**src/rtl/ci_pkg.sv**
```systemverilog
// Package: shared codes, register addresses and field positions for the
// command/indication channel interface. Assumes 4-bit codes and an 8-bit bus.
package ci_pkg;
    localparam int CODE_W = 4;
    localparam int DATA_W = 8;
    localparam int NCH    = 2;     // primary and secondary incoming channels
    localparam int ISR_CI = 2;     // ISR bit raised by a C/I change

    typedef logic [CODE_W-1:0] ci_code_t;

    localparam ci_code_t CMD_RES = 4'h1;
    localparam ci_code_t CMD_DI  = 4'hF;
    localparam ci_code_t IND_EI1 = 4'h6;
    localparam ci_code_t IND_DR  = 4'h0;
    localparam ci_code_t IND_RST = 4'hF;

    localparam logic [2:0] A_CMD  = 3'd0;
    localparam logic [2:0] A_STAT = 3'd1;
    localparam logic [2:0] A_SEC  = 3'd2;
    localparam logic [2:0] A_ISR  = 3'd3;
    localparam logic [2:0] A_MASK = 3'd4;

    typedef enum logic [1:0] {SQ_IDLE, SQ_UNMASK, SQ_DI} seq_e;
endpackage

```
**src/rtl/ci_filter.sv**
```systemverilog
// Module: two-frame agreement filter for one incoming C/I code.
// Samples din on each tick; accepts a value once two successive samples
// match and differ from the held code. Assumes tick is a one-cycle pulse.
module ci_filter #(
    parameter int W = 4,
    parameter logic [W-1:0] RST_VAL = '1
) (
    input  logic         clk,
    input  logic         rst_n,
    input  logic         tick,
    input  logic [W-1:0] din,
    output logic [W-1:0] code,
    output logic         chg
);
    logic [W-1:0] smp_q;

    // Acceptance: current sample equals previous sample and is new
    assign chg = tick && (din == smp_q) && (din != code);

    // Keep last sample and the accepted code
    always_ff @(posedge clk) begin
        if (!rst_n) begin
            smp_q <= RST_VAL;
            code  <= RST_VAL;
        end else if (tick) begin
            smp_q <= din;
            if (chg) code <= din;
        end
    end
endmodule

```
**src/rtl/ci_cmd.sv**
```systemverilog
// Module: outgoing command register with source ranking, reset rule,
// automatic deactivate answer and the three-step init sequence.
// Assumes cur_ind is the accepted primary indication.
module ci_cmd
    import ci_pkg::*;
(
    input  logic     clk,
    input  logic     rst_n,
    input  logic     host_wr,
    input  ci_code_t host_code,
    input  logic     rst_req,
    input  logic     init_req,
    input  ci_code_t cur_ind,
    input  logic     pri_chg,
    input  ci_code_t pri_new,
    output ci_code_t cmd,
    output logic     seq_busy,
    output logic     seq_unmask
);
    seq_e st_q;
    logic rst_to_di;

    // Reset rule: deactivate when already in error or deactivation
    assign rst_to_di  = (cur_ind == IND_EI1) || (cur_ind == IND_DR);
    assign seq_busy   = (st_q != SQ_IDLE);
    assign seq_unmask = (st_q == SQ_UNMASK);

    // Command register and init sequencer
    always_ff @(posedge clk) begin
        if (!rst_n) begin
            cmd  <= CMD_DI;
            st_q <= SQ_IDLE;
        end else begin
            case (st_q)
                SQ_IDLE: begin
                    if (init_req) begin
                        cmd  <= CMD_RES;
                        st_q <= SQ_UNMASK;
                    end else if (host_wr) begin
                        cmd <= host_code;
                    end else if (rst_req) begin
                        cmd <= rst_to_di ? CMD_DI : CMD_RES;
                    end else if (pri_chg && (pri_new == IND_EI1)) begin
                        cmd <= CMD_DI;
                    end
                end
                SQ_UNMASK: st_q <= SQ_DI;
                default: begin
                    cmd  <= CMD_DI;
                    st_q <= SQ_IDLE;
                end
            endcase
        end
    end
endmodule

```
**src/rtl/ci_port.sv**
```systemverilog
// Module: top of the C/I channel interface. Holds change flags, mask and
// registered read data; filters both incoming channels. Assumes one bus
// access per cycle and a registered read with one cycle of latency.
module ci_port
    import ci_pkg::*;
#(
    parameter int ADDR_W = 3
) (
    input  logic              clk,
    input  logic              rst_n,
    input  logic              bus_wr,
    input  logic              bus_rd,
    input  logic [ADDR_W-1:0] bus_addr,
    input  logic [7:0]        bus_wdata,
    output logic [7:0]        bus_rdata,
    input  logic              frame_tick,
    input  logic [3:0]        ci_pri_in,
    input  logic [3:0]        ci_sec_in,
    input  logic              rst_req,
    input  logic              init_req,
    output logic [3:0]        ci_out,
    output logic              irq
);
    ci_code_t           ch_in   [NCH];
    ci_code_t           ch_code [NCH];
    logic [NCH-1:0]     ch_chg;
    logic [NCH-1:0]     flags_q;
    logic [DATA_W-1:0]  mask_q;
    logic [DATA_W-1:0]  isr;
    logic               seq_busy;
    logic               seq_unmask;
    logic               wr_cmd, wr_mask, rd_stat;

    assign ch_in[0] = ci_pri_in;
    assign ch_in[1] = ci_sec_in;

    // One agreement filter per incoming channel
    for (genvar g = 0; g < NCH; g++) begin : g_ch
        ci_filter #(.W(CODE_W), .RST_VAL(IND_RST)) u_flt (
            .clk  (clk),
            .rst_n(rst_n),
            .tick (frame_tick),
            .din  (ch_in[g]),
            .code (ch_code[g]),
            .chg  (ch_chg[g])
        );
    end

    assign wr_cmd  = bus_wr && (bus_addr == ADDR_W'(A_CMD));
    assign wr_mask = bus_wr && (bus_addr == ADDR_W'(A_MASK));
    assign rd_stat = bus_rd && (bus_addr == ADDR_W'(A_STAT));

    ci_cmd u_cmd (
        .clk       (clk),
        .rst_n     (rst_n),
        .host_wr   (wr_cmd),
        .host_code (bus_wdata[5:2]),
        .rst_req   (rst_req),
        .init_req  (init_req),
        .cur_ind   (ch_code[0]),
        .pri_chg   (ch_chg[0]),
        .pri_new   (ch_in[0]),
        .cmd       (ci_out),
        .seq_busy  (seq_busy),
        .seq_unmask(seq_unmask)
    );

    // Change flags: set wins over clear-on-read
    always_ff @(posedge clk) begin
        if (!rst_n) begin
            flags_q <= '0;
        end else begin
            for (int i = 0; i < NCH; i++) begin
                if (ch_chg[i])    flags_q[i] <= 1'b1;
                else if (rd_stat) flags_q[i] <= 1'b0;
            end
        end
    end

    // Mask register: init sequence clears it, host may write it
    always_ff @(posedge clk) begin
        if (!rst_n)          mask_q <= '1;
        else if (seq_unmask) mask_q <= '0;
        else if (wr_mask)    mask_q <= bus_wdata;
    end

    // Interrupt status and request
    always_comb begin
        isr         = '0;
        isr[ISR_CI] = |flags_q;
    end
    assign irq = |(isr & ~mask_q);

    // Registered read data
    always_ff @(posedge clk) begin
        if (!rst_n) begin
            bus_rdata <= '0;
        end else if (bus_rd) begin
            case (bus_addr)
                ADDR_W'(A_CMD):  bus_rdata <= {2'b00, ci_out, 2'b11};
                ADDR_W'(A_STAT): bus_rdata <= {2'b00, ch_code[0], flags_q[0], flags_q[1]};
                ADDR_W'(A_SEC):  bus_rdata <= {2'b00, ch_code[1], 2'b00};
                ADDR_W'(A_ISR):  bus_rdata <= isr;
                ADDR_W'(A_MASK): bus_rdata <= mask_q;
                default:         bus_rdata <= '0;
            endcase
        end
    end
endmodule

```
**config.mk**
```make
export PLATFORM = sky130hd
export DESIGN_NAME = ci_port
export DESIGN_NICKNAME = d
export VERILOG_FILES = /design/src/rtl/ci_pkg.sv /design/src/rtl/ci_filter.sv /design/src/rtl/ci_cmd.sv /design/src/rtl/ci_port.sv
export SDC_FILE = /design/constraint.sdc
export NUM_CORES = 1
export LEC_CHECK = 0
export CAP_MARGIN = 5
export CORE_ASPECT_RATIO = 0.9
export CORE_MARGIN = 2
export CORE_UTILIZATION = 28
export CTS_CLUSTER_SIZE = 24
export DETAILED_ROUTE_END_ITERATION = 12
export SYNTH_ARGS = -nofsm -noshare
export SYNTH_HDL_FRONTEND = slang
export SYNTH_SLANG_ARGS = --single-unit
```
**constraint.sdc**
```tcl
create_clock -name clk -period 2.17 [get_ports clk]
set_clock_uncertainty 0.2 [all_clocks]
set_input_delay 0.434 -clock clk [delete_from_list [all_inputs] [get_ports clk]]
set_output_delay 0.434 -clock clk [all_outputs]
set_load 0.02 [all_outputs]
```
Yosys cells after proc, flatten, opt, wreduce, memory -nomap -nowiden
Cells that the tools add are included.
{"block": "op_classes", "n_eq_ne": 13, "n_reduce_logical": 20, "n_bitwise": 3, "n_mux": 14}
{"operator": "case mux 8 bit (5 select lines)", "n": 1}
{"operator": "two-way mux 4 bit", "n": 5}
{"operator": "two-way mux 8 bit", "n": 2}
{"operator": "bitwise AND 3 x 8 -> 8 bit", "n": 1}
{"operator": "equality test 4 x 3 -> 1 bit (second input constant)", "n": 2}
{"operator": "equality test 4 bit", "n": 2}
{"operator": "logical AND 1 bit", "n": 8}
{"operator": "!= test 4 bit", "n": 2}
{"operator": "inverter 8 bit", "n": 1}
{"operator": "case mux 4 bit (2 select lines)", "n": 1}
{"operator": "OR reduction 8 bit", "n": 1}
{"operator": "equality test 3 x 2 -> 1 bit (second input constant)", "n": 2}
{"operator": "AND reduction 2 bit", "n": 3}
{"operator": "nonzero test 2 bit", "n": 3}
{"operator": "!= test 5 x 3 -> 1 bit (second input constant)", "n": 1}
{"operator": "zero test 4 bit", "n": 1}
{"operator": "case mux 2 bit (2 select lines)", "n": 1}
{"operator": "equality test 3 x 1 -> 1 bit (second input constant)", "n": 1}
{"operator": "equality test 3 bit (second input constant)", "n": 1}
{"operator": "zero test 3 bit", "n": 1}
{"operator": "two-way mux 1 bit", "n": 3}
{"operator": "equality test 2 x 1 -> 1 bit (second input constant)", "n": 1}
{"operator": "zero test 2 bit", "n": 1}
{"operator": "two-way mux 2 bit", "n": 1}
{"operator": "4 further kinds", "n": 4}
{"block": "totals", "wordCells": 60, "reg_bits": 40, "input_bits": 26, "out_inout_bits": 13}

Depth between registers and ports, before layout
{"block": "logic_depth", "ltp_word": 9, "depth_mapped": 6}

By module
A second synthesis with hierarchy kept.
{"block": "hier_totals", "hier_cells": 219, "area_unflattened_um2": 2073.2}
{"mod": "ci_port", "instances": 1, "area_each_um2": 897.1, "cells_each": 95}
{"mod": "ci_filter", "instances": 2, "area_each_um2": 434.2, "cells_each": 42}
{"mod": "ci_cmd", "instances": 1, "area_each_um2": 307.8, "cells_each": 40}

Least setup slack after synthesis
OpenSTA, ideal clock, no wires.
{"block": "synth_path", "path_kind": "input-to-reg", "from": "input port bus_addr[0]", "to": "register u_cmd.cmd[1]", "arrival_time_ns": 1.549, "slack_ns": 0.341, "setup_time_ns": 0.079, "stages": 6, "cell_sequence": "buf_6 > or4b_4 > buf_6 > a21oi_4 > nor3_1 > a22oi_1"}
{"block": "synth_between", "elab_chain_cells": 5}
{"element": "start: declaration", "line_no": "ci_port.sv:13", "text": "input logic [ADDR_W-1:0] bus_addr,"}
{"element": "zero test 3 bit (*)", "line_no": "ci_port.sv:49", "text": "assign wr_cmd = bus_wr && (bus_addr == ADDR_W'(A_CMD));"}
{"element": "logical AND 1 bit (*)", "line_no": "ci_port.sv:49"}
{"element": "two-way mux 4 bit", "line_no": "ci_cmd.sv:39", "text": "end else if (host_wr) begin"}
{"element": "two-way mux 4 bit", "line_no": "ci_cmd.sv:36", "text": "if (init_req) begin"}
{"element": "case mux 4 bit (2 select lines)", "line_no": "ci_cmd.sv:34", "text": "case (st_q)"}
{"element": "end signal: assignment", "line_no": "ci_cmd.sv:40", "text": "cmd <= host_code;"}
{"element": "end signal: assignment", "line_no": "ci_cmd.sv:42", "text": "cmd <= rst_to_di ? CMD_DI : CMD_RES;"}
{"element": "end: declaration", "line_no": "ci_cmd.sv:16", "text": "output ci_code_t cmd,"}
Mark *: on every way between the ends. The rest lies on a longest branch, timed or not.
A chain may end at the register's enable or synchronous reset.

Worst setup path after layout
{"block": "layout_path", "from": "register flags_q[1]", "to": "output port irq"}
{"block": "layout_between", "elab_chain_cells": 3}
{"element": "start: declaration", "line_no": "ci_port.sv:27", "text": "logic [NCH-1:0] flags_q;"}
{"element": "start signal: assignment", "line_no": "ci_port.sv:71", "text": "flags_q <= '0;"}
{"element": "start signal: indexed assignment", "line_no": "ci_port.sv:74", "text": "if (ch_chg[i]) flags_q[i] <= 1'b1;"}
{"element": "start signal: indexed assignment", "line_no": "ci_port.sv:75", "text": "else if (rd_stat) flags_q[i] <= 1'b0;"}
{"element": "OR reduction 2 bit", "line_no": "ci_port.sv:90", "text": "isr[ISR_CI] = |flags_q;"}
{"element": "bitwise AND 3 x 8 -> 8 bit", "line_no": "ci_port.sv:92", "text": "assign irq = |(isr & ~mask_q);"}
{"element": "OR reduction 8 bit", "line_no": "ci_port.sv:92"}
{"element": "end: declaration", "line_no": "ci_port.sv:22", "text": "output logic irq"}
No other way between the ends.

==> out/qor.csv <==
stage,metric,value,unit
grt,first-pass GRT wire length,7831,um
die,Die Area,7843,um^2
route,DR pass1 iterations,4,
route,Detail Route Antenna Nets,0,
route,via count,1693,
power_and_ir_drop,Cell Pwr Density,611.7,nW/um^2
cells_and_area,diodes inserted,0,
route,vias per cell,4.626,
clocking,# clock sinks,40,
sta,final period utilization,94.08,%
clocking,H-tree depth,2,
power_and_ir_drop,leakage,1.016,nW
synthesis,main combinational cell family by area after synthesis,simple AND/OR/NAND/NOR gates,
synthesis,synth warn,0,
clocking,Resize count post-CTS,0,
synthesis,Post-synth EDFFs,0,
synthesis,Synth Cell Area,2002,um^2
worst_setup_path,worst path required time,1.54,ns
cells_and_area,Syn-to-layout area delta,33.37,%
worst_hold_path,type of the most critical hold path,register to register,
cells_and_area,post-route cell area,2670,um^2
worst_setup_path,WP data arrival,1.41,ns
sta,pin slew with the least headroom to its limit,0.5743,ns
worst_setup_path,Worst Setup Path Type,register to output pin,
power_and_ir_drop,total power,0.001633,W
cells_and_area,layout cells sized above 1,10.62,%
grt,initial antenna violation count,0,
grt,vias in the first global route,1682,
placed_design,IO Port Bufs,38,
sta,Final Hold Vio Count,0,
worst_setup_path,critical path launch point type,register,
die,Die Wd,93.13,um
clocking,CTS Hold Bufs,0,
clocking,"Reg clk slew, reported paths",0.07,ns
synthesis,sequential area share after synthesis,40.00,%
sta,Hold WS,0.2830,ns
placed_design,GP Congestion,0.7875,
clocking,clock tree from TritonCTS,yes,
flow_run,MaxCap Viol Count,0,
run_status,status,finished clean,
sta,Final setup viols,0,
synthesis,Gate Count Post-Synth,222,
grt,total gr overflow,0,
power_and_ir_drop,VDD IR max,0.2460,mV
route,initial drt markers,72,
cells_and_area,Final Util,38.13,%
worst_setup_path,Critical Path End Type,output pin,
die,Core Box Area,7003,um^2
synthesis,mux cell area share after synthesis,8.000,%
synthesis,Post-Synth Adder-Cell Area,0,%
clocking,CTS Buf Count,5,
clocking,clock root buffer,clkbuf_8,
clocking,# Post-CTS Setup Buffers,0,
sta,RSZ-0062 raised after global routing,false,
synthesis,ys async rst share,0,%
synthesis,Syn Nets,248,
worst_setup_path,CP Max Fanout,2,
sta,"Slew Viols, Final",0,
synthesis,Post-Synth Simple-Gate Area,24.75,%
route,WL per Instance,12.68,um
route,DRT Wirelength,4640,um
synthesis,complex-gate fraction of the synthesized area,15.38,%
sta,Rel. slew slack,61.71,%
synthesis,XOR/XNOR Fraction of Synth Area,7.438,%
die,# IOs,39,
sta,fin crit period,2.042,ns
placed_design,DP Area,2576,um^2
cells_and_area,nets@finish,298,
synthesis,top_reg_cell synth,dfxtp_1,
clocking,deepest clock path buffer count,2,
grt,gr usage total,12.64,%
sta,fmax,489.8,MHz
grt,largest net degree at the start of global routing,40,
die,Initial Util,28.59,%
synthesis,library cells used by synthesis,37,
synthesis,Synth Register Bits,40,
synthesis,Syn Area/Cell,9.018,um^2
clocking,worst skew pair latency,0.30,ns
cells_and_area,most frequent cells in the layout,"dfxtp_1 (40), clkdlybuf4s50_1 (38), nand2_1 (20)",
cells_and_area,"commonest non-fill, non-tap cell in the layout",dfxtp_1,
placed_design,HPWL after detailed placement,3450,um
die,FP Rows,29,
route,DRC errors left,0,
die,die height,84.22,um
==> worst max-delay path, stage by stage, from the launching register on <==
cell and delay (ns):
dfxtp_1 0.34, nor2_1 0.06, nor2_1 0.10, clkdlybuf4s50_1 0.61
==> cell families after synthesis <==
kind of cell    Yosys count
buf+inv                  19
flops                    40
compound gates           43
mux                      16
simple gates             87
xor+xnor                 17
==> state kept, by name, summed over array words and instances (netlist names) <==
name / flops
bus_rdata: 8
flags_q: 2
g_ch.u_flt.code: 8
g_ch.u_flt.smp_q: 8
mask_q: 8
u_cmd.cmd: 4
u_cmd.st_q: 2
==> per-layer routing <==
metal	up-vias	global-route usage [%]	part of all wire (%)
li1	889	-	-
met1	770	17.56	52
met2	26	19.10	43
met3	8	2.873	3.3
met4	0	4.813	1.7
met5	-	0	0
==> Yosys cell counts (2+ instances only) <==
cell       n  area, um^2
nor3_1     9       45.04
o22ai_1    3       18.77
nand4_1    6       37.54
a21boi_0   5       37.54
mux2i_1   16       160.2
a22oi_1   11       82.58
nor2b_1   17       106.4
nand2b_1   8       50.05
buf_2      2       10.01
nor4_1     2       12.51
xnor2_1    9       78.83
o21ai_0    4       20.02
buf_6      2       22.52
nand2_1   20       75.07
o21a_1     2       15.01
inv_1      7       26.28
xor2_1     8       70.07
clkbuf_1   8       30.03
nand3_1    3       15.01
nand3b_1   6       45.04
nor2_1     6       22.52
o211ai_1   7       52.55
a21oi_1    7       35.03
and2_1     2       12.51
dfxtp_1   40       800.8
==> report_power, final <==
group          internal (W)  leakage [nW]  switching, W
Sequential         0.000776         0.329     0.0000337
Combinational      0.000164         0.642      0.000139
Clock              0.000258        0.0445      0.000262
Total               0.00120          1.02      0.000435
==> layout make-up <==
class	count	area [um^2]
clock buffers	7	86.33
clock inverters	1	7.507
fillers	700	4333
inverters	7	26.28
multi-input cells	163	1112
flip-flops and latches	40	800.8
well taps	93	116.4
repair buffers	55	520.5
==> final timing paths <==
check	start	to	slack, ns	cells past startpoint
setup reg to reg	u_cmd.st_q[0]	mask_q[3]	0.55	4
setup / recovery	flags_q[1]	irq	0.13	3
hold reg to reg	mask_q[6]	mask_q[6]	0.28	2
hold / removal	mask_q[6]	mask_q[6]	0.28	2
==> per-stage QoR <==
stage / instances / setup slack, ns / setup TNS [ns]
after detailed placement: 358 / -0.08404 / -0.8740
after CTS: 366 / 0.1091 / 0
after global routing: 366 / 0.07487 / 0
after global placement: 358 / -0.09205 / -0.8417
final: 366 / 0.1284 / 0
after floorplan: 222 / 0.3414 / 0
Note: power is estimated with default switching activity, not from simulation.
